**src/rtl/ecp_rx_pkg.sv**
```systemverilog
package ecp_rx_pkg;

    typedef enum logic [3:0] {
        ST_FWD_IDLE,
        ST_TA_SETUP,
        ST_TA_WAIT,
        ST_REV_IDLE,
        ST_DISPATCH,
        ST_WAIT_BYTE,
        ST_EMIT,
        ST_REPEAT,
        ST_ACK_HI,
        ST_TF_WAIT
    } rx_state_e;

    typedef enum logic [1:0] {
        ERR_TURN_REV = 2'd0,
        ERR_IDLE     = 2'd1,
        ERR_ACK      = 2'd2,
        ERR_TURN_FWD = 2'd3
    } rx_err_e;

    // run-length count field of a command byte
    localparam int RUN_W = 7;

endpackage

```
**src/rtl/ecp_rx_timer.sv**
```systemverilog
module ecp_rx_timer #(
    parameter int W = 8
) (
    input  logic         clk,
    input  logic         rst_n,
    input  logic         clr,
    output logic [W-1:0] cnt
);

    // cycles spent in the current state, saturating
    always_ff @(posedge clk) begin
        if (!rst_n) begin
            cnt <= '0;
        end else if (clr) begin
            cnt <= '0;
        end else if (cnt != '1) begin
            cnt <= cnt + W'(1);
        end
    end

endmodule

```
**src/rtl/ecp_rx_rle.sv**
```systemverilog
module ecp_rx_rle
    import ecp_rx_pkg::*;
(
    input  logic             clk,
    input  logic             rst_n,
    input  logic             clr,
    input  logic             arm,
    input  logic [RUN_W-1:0] arm_cnt,
    input  logic             capture,
    input  logic [7:0]       cap_byte,
    input  logic             consume,
    output logic             run_pending,
    output logic             run_last,
    output logic [7:0]       rep_byte
);

    logic [RUN_W-1:0] cnt_q;
    logic             flag_q;
    logic [7:0]       byte_q;

    always_ff @(posedge clk) begin
        if (!rst_n) begin
            cnt_q  <= '0;
            flag_q <= 1'b0;
            byte_q <= '0;
        end else if (clr) begin
            cnt_q  <= '0;
            flag_q <= 1'b0;
        end else if (arm) begin
            cnt_q  <= arm_cnt;
            flag_q <= 1'b1;
        end else if (capture && flag_q) begin
            byte_q <= cap_byte;
            flag_q <= 1'b0;
        end else if (consume) begin
            cnt_q <= cnt_q - RUN_W'(1);
        end
    end

    assign run_pending = (cnt_q != '0) && !flag_q;
    assign run_last    = (cnt_q == RUN_W'(1));
    assign rep_byte    = byte_q;

    AST_RUN_UNDERFLOW: assert property (@(posedge clk) disable iff (!rst_n)
        consume |-> (cnt_q != '0) && !flag_q);

endmodule

```
**src/rtl/ecp_rev_rx.sv**
```systemverilog
module ecp_rev_rx
    import ecp_rx_pkg::*;
#(
    parameter int CNT_W     = 16,
    parameter int SETUP_CYC = 25,
    parameter int RESP_CYC  = 150,
    parameter int IDLE_CYC  = 50000
) (
    input  logic             clk,
    input  logic             rst_n,
    input  logic             req_start,
    input  logic [CNT_W-1:0] req_count,
    input  logic             turn_fwd,
    input  logic [7:0]       bus_data,
    input  logic             st_nack,
    input  logic             st_busy,
    input  logic             st_perror,
    output logic             ctl_nstrobe,
    output logic             ctl_nautofd,
    output logic             ctl_ninit,
    output logic             ctl_nselectin,
    output logic             dir_rev,
    output logic             idle,
    output logic             out_valid,
    output logic [7:0]       out_data,
    input  logic             out_ready,
    output logic             err_valid,
    output logic [1:0]       err_code
);

    localparam int LIM_A   = (SETUP_CYC > RESP_CYC) ? SETUP_CYC : RESP_CYC;
    localparam int MAX_LIM = (LIM_A > IDLE_CYC) ? LIM_A : IDLE_CYC;
    localparam int TMR_W   = $clog2(MAX_LIM + 1);
    localparam logic [TMR_W-1:0] SETUP_LAST = TMR_W'(SETUP_CYC - 1);
    localparam logic [TMR_W-1:0] RESP_LAST  = TMR_W'(RESP_CYC - 1);
    localparam logic [TMR_W-1:0] IDLE_LAST  = TMR_W'(IDLE_CYC - 1);

    rx_state_e        state_q, state_d;
    logic [CNT_W-1:0] rem_q;
    logic [7:0]       byte_q;
    logic [TMR_W-1:0] tcnt;
    logic             rle_arm, rle_cap, rle_use, rle_clr;
    logic             run_pending, run_last;
    logic [7:0]       rep_byte;
    logic             tmo;
    rx_err_e          tmo_code;

    ecp_rx_timer #(.W(TMR_W)) u_timer (
        .clk   (clk),
        .rst_n (rst_n),
        .clr   (state_d != state_q),
        .cnt   (tcnt)
    );

    ecp_rx_rle u_rle (
        .clk         (clk),
        .rst_n       (rst_n),
        .clr         (rle_clr),
        .arm         (rle_arm),
        .arm_cnt     (bus_data[RUN_W-1:0]),
        .capture     (rle_cap),
        .cap_byte    (byte_q),
        .consume     (rle_use),
        .run_pending (run_pending),
        .run_last    (run_last),
        .rep_byte    (rep_byte)
    );

    assign rle_clr = (state_d == ST_FWD_IDLE) && (state_q != ST_FWD_IDLE);

    // next state and datapath strobes
    always_comb begin
        state_d  = state_q;
        rle_arm  = 1'b0;
        rle_cap  = 1'b0;
        rle_use  = 1'b0;
        tmo      = 1'b0;
        tmo_code = ERR_IDLE;
        unique case (state_q)
            ST_FWD_IDLE: if (req_start) state_d = ST_TA_SETUP;
            ST_TA_SETUP: if (tcnt == SETUP_LAST) state_d = ST_TA_WAIT;
            ST_TA_WAIT: begin
                if (!st_perror) begin
                    state_d = ST_DISPATCH;
                end else if (tcnt == RESP_LAST) begin
                    state_d  = ST_FWD_IDLE;
                    tmo      = 1'b1;
                    tmo_code = ERR_TURN_REV;
                end
            end
            ST_REV_IDLE: begin
                if (req_start)     state_d = ST_DISPATCH;
                else if (turn_fwd) state_d = ST_TF_WAIT;
            end
            ST_DISPATCH: begin
                if (rem_q == '0)      state_d = ST_REV_IDLE;
                else if (run_pending) state_d = ST_REPEAT;
                else                  state_d = ST_WAIT_BYTE;
            end
            ST_WAIT_BYTE: begin
                if (!st_nack) begin
                    if (st_busy) begin
                        state_d = ST_EMIT;
                    end else begin
                        rle_arm = !bus_data[7];
                        state_d = ST_ACK_HI;
                    end
                end else if (tcnt == IDLE_LAST) begin
                    state_d  = ST_REV_IDLE;
                    tmo      = 1'b1;
                    tmo_code = ERR_IDLE;
                end
            end
            ST_EMIT: begin
                if (out_ready) begin
                    rle_cap = 1'b1;
                    state_d = ST_ACK_HI;
                end
            end
            ST_REPEAT: begin
                if (out_ready) begin
                    rle_use = 1'b1;
                    if (run_last || rem_q == CNT_W'(1)) state_d = ST_DISPATCH;
                end
            end
            ST_ACK_HI: begin
                if (st_nack) begin
                    state_d = ST_DISPATCH;
                end else if (tcnt == RESP_LAST) begin
                    state_d  = ST_REV_IDLE;
                    tmo      = 1'b1;
                    tmo_code = ERR_ACK;
                end
            end
            ST_TF_WAIT: begin
                if (st_perror) begin
                    state_d = ST_FWD_IDLE;
                end else if (tcnt == RESP_LAST) begin
                    state_d  = ST_FWD_IDLE;
                    tmo      = 1'b1;
                    tmo_code = ERR_TURN_FWD;
                end
            end
            default: state_d = ST_FWD_IDLE;
        endcase
    end

    // state register and captured data
    always_ff @(posedge clk) begin
        if (!rst_n) begin
            state_q   <= ST_FWD_IDLE;
            rem_q     <= '0;
            byte_q    <= '0;
            err_valid <= 1'b0;
            err_code  <= 2'd0;
        end else begin
            state_q   <= state_d;
            err_valid <= tmo;
            if (tmo) err_code <= tmo_code;
            if (req_start && (state_q == ST_FWD_IDLE || state_q == ST_REV_IDLE)) begin
                rem_q <= req_count;
            end else if (out_valid && out_ready) begin
                rem_q <= rem_q - CNT_W'(1);
            end
            if (state_q == ST_WAIT_BYTE && !st_nack) byte_q <= bus_data;
        end
    end

    // Moore outputs
    always_comb begin
        ctl_nstrobe   = 1'b1;
        ctl_nselectin = 1'b1;
        ctl_nautofd   = 1'b0;
        ctl_ninit     = 1'b0;
        dir_rev       = 1'b1;
        idle          = 1'b0;
        out_valid     = 1'b0;
        out_data      = byte_q;
        unique case (state_q)
            ST_FWD_IDLE: begin
                ctl_nautofd = 1'b1;
                ctl_ninit   = 1'b1;
                dir_rev     = 1'b0;
                idle        = 1'b1;
            end
            ST_TA_SETUP: begin
                ctl_ninit = 1'b1;
                dir_rev   = 1'b0;
            end
            ST_REV_IDLE: idle = 1'b1;
            ST_EMIT:     out_valid = 1'b1;
            ST_REPEAT: begin
                out_valid = 1'b1;
                out_data  = rep_byte;
            end
            ST_ACK_HI:  ctl_nautofd = 1'b1;
            ST_TF_WAIT: ctl_ninit = 1'b1;
            default: ;
        endcase
    end

    AST_HOLD_BYTE: assert property (@(posedge clk) disable iff (!rst_n)
        out_valid && !out_ready |=> out_valid && $stable(out_data));
    AST_NO_ACK_PENDING: assert property (@(posedge clk) disable iff (!rst_n)
        out_valid |-> !ctl_nautofd);
    AST_NO_OVERFLOW: assert property (@(posedge clk) disable iff (!rst_n)
        out_valid |-> rem_q != '0);
    AST_ERR_IDLE: assert property (@(posedge clk) disable iff (!rst_n)
        err_valid |-> idle);
    AST_TURN_ORDER: assert property (@(posedge clk) disable iff (!rst_n)
        $fell(ctl_ninit) |-> !ctl_nautofd);

endmodule

```
**config.mk**
```make
export PLATFORM = sky130hd
export DESIGN_NAME = ecp_rev_rx
export DESIGN_NICKNAME = d
export VERILOG_FILES = /design/src/rtl/ecp_rx_pkg.sv /design/src/rtl/ecp_rx_timer.sv /design/src/rtl/ecp_rx_rle.sv /design/src/rtl/ecp_rev_rx.sv
export SDC_FILE = /design/constraint.sdc
export NUM_CORES = 1
export LEC_CHECK = 0
export ABC_AREA = 1
export BUFFER_PORTS_ARGS = -buffer_cell sky130_fd_sc_hd__clkbuf_2
export CORE_ASPECT_RATIO = 0.8
export CORE_UTILIZATION = 40
export CTS_BUF_LIST = sky130_fd_sc_hd__clkbuf_2
export DETAILED_ROUTE_END_ITERATION = 10
export PLACE_DENSITY_LB_ADDON = 0.1
export SLEW_MARGIN = 15
export SYNTH_ARGS = -nofsm -noshare
export SYNTH_HDL_FRONTEND = slang
export SYNTH_HIERARCHICAL = 1
export SYNTH_SLANG_ARGS = --single-unit
```
**constraint.sdc**
```tcl
create_clock -name clk -period 2.6 [get_ports clk]
set_input_delay 0.26 -clock clk [delete_from_list [all_inputs] [get_ports clk]]
set_output_delay 0.26 -clock clk [all_outputs]
set_load 0.01 [all_outputs]
```
== Yosys cells after proc, flatten, opt, wreduce, memory -nomap -nowiden ==
Cells that the tools add are included.
Cells by class
  add/subtract/negate cells: 3
  equal/unequal tests: 17
  multiplexer cells: 51
  bitwise logic cells: 3
  reduce and logical (&&, ||, !) cells: 28
Operator list (count)
  two-way mux 4 bit: 15
  case mux 4 bit (10 select lines): 1
  two-way mux 16 bit: 2
  two-way mux 1 bit: 21
  two-way mux 7 bit: 3
  adder 16 x 1 -> 16 bit, second input constant: 1
  equality test 16 x 1 -> 1 bit, second input constant: 1
  equality test 16 bit, second input constant: 1
  equality test 16 x 5 -> 1 bit, second input constant: 1
  equality test 16 x 8 -> 1 bit, second input constant: 1
  equality test 4 x 3 -> 1 bit, second input constant: 4
  zero test 16 bit: 1
  != test 16 bit, second input constant: 1
  subtractor 16 x 1 -> 16 bit, second input constant: 1
  OR reduction 2 bit: 6
  two-way mux 2 bit: 5
  equality test 4 x 2 -> 1 bit, second input constant: 2
  equality test 4 bit, second input constant: 2
  zero test 4 bit: 2
  two-way mux 8 bit: 1
  equality test 7 x 1 -> 1 bit, second input constant: 1
  nonzero test 7 bit: 1
  subtractor 7 x 1 -> 7 bit, second input constant: 1
  logical AND 1 bit: 6
  other kinds (14): 21
Word-level totals
  bits in registers: 63
  input port bits: 32
  output and inout bits: 18

== Longest topological paths before layout ==
  depth in word-level cells: 9
  mapped depth: 17
  depth with buffers taken out: 17

== By module ==
The synthesis kept the hierarchy.
By module, submodules not included
  ecp_rev_rx: times used 1, cells each 406, area each 2519.9 µm², sequential area each 620.6 µm²
  ecp_rx_timer: times used 1, cells each 139, area each 937.1 µm², sequential area each 320.3 µm²
  ecp_rx_rle: times used 1, cells each 114, area each 880.8 µm², sequential area each 320.3 µm²

== Worst setup path after synthesis ==
No wires, ideal clock.
  path type: reg2reg
  from: register u_timer.cnt[11]
  to: register u_timer.cnt[2]
  data arrival time: 1977 ps
  path slack: 547 ps
  stages on the path, launching flop included: 16
  cell sequence: dfxtp_1 > nor2_1 > nand2_1 > nor2_1 > nand2_1 > nand3_1 > nand2_1 > nor2_2 > nand2_2 > nand2_1 > nand2_1 > nor2_1 > nand2_1 > nor2_8 > clkinv_1 > a31oi_1
On the way
  cells in the longest elaborated chain, start to end: 6
  elaborated cells between the ends (all ways): 15
Ends and longest elaborated chain
  from (decl): RTL line ecp_rx_timer.sv:7  | output logic [W-1:0] cnt
  from (signal assigned): RTL line ecp_rx_timer.sv:17  | cnt <= cnt + W'(1);
  equality test 16 x 8 -> 1 bit / equality test 16 bit (equally long branches)
  two-way mux 4 bit, on equally long branches (2 in a row)
  case mux 4 bit (10 select lines): RTL line ecp_rev_rx.sv:79  | unique case (state_q)
  != test 4 bit: RTL line ecp_rev_rx.sv:51  | .clr (state_d != state_q),
  OR reduction 2 bit (no line)
Parallel ways exist; a longest one is shown, timed or not.
A chain may end at the register's enable or synchronous reset.

== Worst setup path after layout ==
  from: register rem_q[0]
  to: register u_timer.cnt[2]
On the way
  cells in the longest elaborated chain, start to end: 7
  elaborated cells between the ends (all ways): 9
Ends and longest elaborated chain
  from (decl): RTL line ecp_rev_rx.sv:39  | logic [CNT_W-1:0] rem_q;
  from (signal assigned): RTL line ecp_rev_rx.sv:161  | rem_q <= req_count;
  from (signal assigned): RTL line ecp_rev_rx.sv:163  | rem_q <= rem_q - CNT_W'(1);
  equality test 16 x 1 -> 1 bit: RTL line ecp_rev_rx.sv:123  | if (run_last || rem_q == CNT_W'(1)) state_d = ST_DISPATCH;
  logical OR 1 bit: RTL line ecp_rev_rx.sv:123
  two-way mux 4 bit: RTL line ecp_rev_rx.sv:123
  two-way mux 4 bit: RTL line ecp_rev_rx.sv:121  | if (out_ready) begin
  case mux 4 bit (10 select lines) *: RTL line ecp_rev_rx.sv:79
  != test 4 bit *: RTL line ecp_rev_rx.sv:51
  OR reduction 2 bit (no line) *
Every way passes the cells marked *; elsewhere a longest branch is shown, timed or not.

==> summary.md <==
| Metric | Value |
|---|---|
| Clock transition at path regs | `200 ps` |
| Synth Area in Adders | `2.02%` |
| Most frequent cells in the layout | `nand2_1, nor2_1, inv_1, clkbuf_2, dfxtp_1` |
| Area added between synthesis and finish | `14.5%` |
| DRT antenna net count | `0` |
| Final setup viols | `0` |
| R2R Setup Slk | `about 240 ps` |
| Num CTS Buffers | `9` |
| H-tree Lvls | `3` |
| Pleak | `2.31 nW` |
| Largest family of logic cells by synthesized area | `simple AND/OR/NAND/NOR gates` |
| WL met3 | `577 um` |
| Grt total ovfl | `0` |
| Post-DP HPWL | `8270 um` |
| Critical Path Source Type | `flop` |
| Total die area | `roughly 11,000 um^2` |
| Seq/Total Area, Yosys | `29.1%` |
| Multiplexer area fraction after synthesis | `0%` |
| Total negative slack | `0 ps` |
| Routability Congestion | `0.827` |
| R2r worst-path depth | `14` |
| CTS tree | `done` |
| Via/cell ratio | `4.92` |
| Ys async rst share | `0%` |
| Initial Utilization | `41.7%` |
| Port bufs | `47` |
| Critical Path Sink | `u_timer/cnt[2]` |
| Worst-Skew Late Latency | `520 ps` |
| Syn Area/Cell | `6.58 um^2` |
| RSZ-0062 raised after global routing | `false` |
| CP Max Fanout | `9` |
| Crit Reg-Reg Startpoint | `rem_q[0]` |
| WHS | `33.6 ps` |
| Yosys cell types | `43` |
| Initial antenna violation count | `0` |
| Post-Synth XOR/XNOR Area | `1.21%` |
| P per Cell Area | `370 nW/um^2` |
| Synth Area in Simple Gates | `42.7%` |
| Setup CP Type | `reg2reg` |
| Mapped cell area | `4340 um^2` |
| Synth Flop Type | `dfxtp_1` |
| Fin worst setup slack | `245 ps` |
| Seq cells post-synth | `63` |
| Final Hold Violating Endpoints | `0` |
| Final min period | `2360 ps` |
| Die extent in x | `118 um` |
| Clk_skew | `29.0 ps` |
| Wire length of the first global-routing pass | `roughly 19,000 um` |
| Largest net degree at the start of global routing | `24` |
| Total global-route track usage | `20.7%` |
| Commonest non-fill, non-tap cell in the layout | `nand2_1` |
| Complex-gate fraction of the synthesized area | `13.4%` |
| Cell area after layout | `4970 um^2` |
| WL met1 | `5820 um` |
| Yosys Warn Count | `6` |
| Via count | `4,272` |
| Crit path from | `rem_q[0]` |
| WL per Instance | `approximately 13 um` |
| Core area | `10,400 um^2` |
| Hold Crit Class | `in2reg` |
| Post-synth EDFFs | `0` |
| DP Area | `4690 um^2` |
| Ant. Diodes | `0` |
| Post-CTS Setup Bufs | `0` |
| CTS sink count | `63` |
| Worst Hold Launch | `req_count[8]` |
| Rows | `33` |
| Share of cells above drive strength 1 | `25.7%` |
| DRC | `0` |
| CP arrival | `2790 ps` |
| Met2 WL | `4450 um` |
| Worst reg2reg endpoint | `u_timer/cnt[2]` |
| Root Driver | `clkbuf_2` |
| Vias in the first global route | `3,924` |
| Pre-antenna DRT Iters | `7` |
| Peak supply drop | `0.200 mV` |
| Deepest clock path buffer count | `2` |
| Max-Cap Viols | `0` |
| Achievable clock frequency | `0.425 GHz` |
| Die Span Y | `95.1 um` |
| Highest metal used | `met4` |
| Final #Nets | `763` |
| Drt first-iter violations | `between 200 and 300` |
| Post-place setup slack | `-9.19 ps` |
| # placed instances | `838` |
| Worst setup EP type | `flop` |
| Status | `complete, no violations` |
| Slew Limit Fails | `0` |
| Mapped Cells | `between 600 and 700` |
| Final WL | `11,000 um` |
| CP Data Required Time | `3040 ps` |
| Ports | `50` |
| Final worst-path cycle share | `about nine tenths` |
| Final Non-Filler Cells | `869` |
## critical path: stages, from the launching register on
cell	delay, ps
dfxtp_1	370
inv_1	150
ha_1	180
nand2_1	60
nor2_1	160
a21oi_1	90
nor2_1	150
nand3_1	140
nand2_1	90
nand2_1	50
nor2_1	110
nand2_1	140
nor2_8	240
clkinvlp_4	190
a31oi_1	160
## Yosys cell counts (6+ instances only)
cell type,number,area [um^2]
nand2_2,14,87.6
o21ai_0,30,150
ha_1,7,87.6
inv_1,76,285
nand4_1,13,81.3
nand2_4,11,124
inv_2,14,52.6
a21oi_1,27,135
nor2_1,95,357
o21ai_1,14,70.1
nor2_2,15,93.8
buf_4,6,45.0
nor3_1,6,30.0
nand3_2,10,100
nand3_1,30,150
a31oi_1,14,87.6
nand2_1,152,571
nor2_4,9,101
dfxtp_1,63,1260
## cell families after synthesis
kind of cell    after synthesis
buf+inv                     112
xor+xnor                      6
fa+ha+maj                     7
flops                        63
other cells                   1
simple gates                370
compound gates              100
## through the flow
stage / util (%) / power (W)
floorplan: - / 0.00125
global placement: 45.1 / 0.00133
detailed placement: 45.1 / 0.00133
CTS: 47.2 / 0.00186
global route: 47.7 / 0.00195
finish: 47.7 / 0.00184
## final cells by class
class | count | area (um^2)
Tap cell | 140 | 175
Sequential cell | 63 | 1280
Inverter | 97 | 390
Multi-Input combinational cell | 485 | 2610
Clock buffer | 11 | 55.1
Timing Repair Buffer | 67 | 420
Timing Repair inverter | 1 | 7.51
Clock inverter | 5 | 25.0
Fill cell | 1122 | 5440
## worst min-delay path by stage
stage	to	cells after the start
finish	rem_q[8]	5
global route	byte_q[2]	3
CTS	rem_q[8]	5
detailed placement	byte_q[4]	2
global placement	err_code[1]	2
floorplan	u_rle/rep_byte[0]	2
## registers in the layout, indices dropped and copies added (netlist names)
register,cells
rem_q,16
u_timer/cnt,16
byte_q,8
u_rle/rep_byte,8
u_rle/cnt_q,7
state_q,4
err_code,2
err_valid,1
u_rle/flag_q,1
## metal layers
metal	GRT usage [%]	vias up
met1	29.3	1936
met4	6.01	0
li1	-	2231
met5	0	-
met2	30.7	93
met3	5.26	12
## power by group
| part | internal (W) | switching (W) | leakage, nW | total [W] |
|---|---|---|---|---|
| Clock | 0.000124 | 0.000377 | 0.0568 | 0.000501 |
| Sequential | 0.000991 | 0.0000356 | 0.518 | 0.00103 |
| Combinational | 0.000115 | 0.000196 | 1.74 | 0.000311 |
| Total | 0.00123 | 0.000609 | 2.31 | 0.00184 |
## timing repair
item	4_1_cts	5_1_grt
gates cloned	0	1
resized for setup	1	23
hold buffers	14	0
endpoints found under the hold margin	14	0
pin swaps	0	0
endpoints found under the setup margin	8	17
Note: power is estimated with default switching activity, not from simulation.
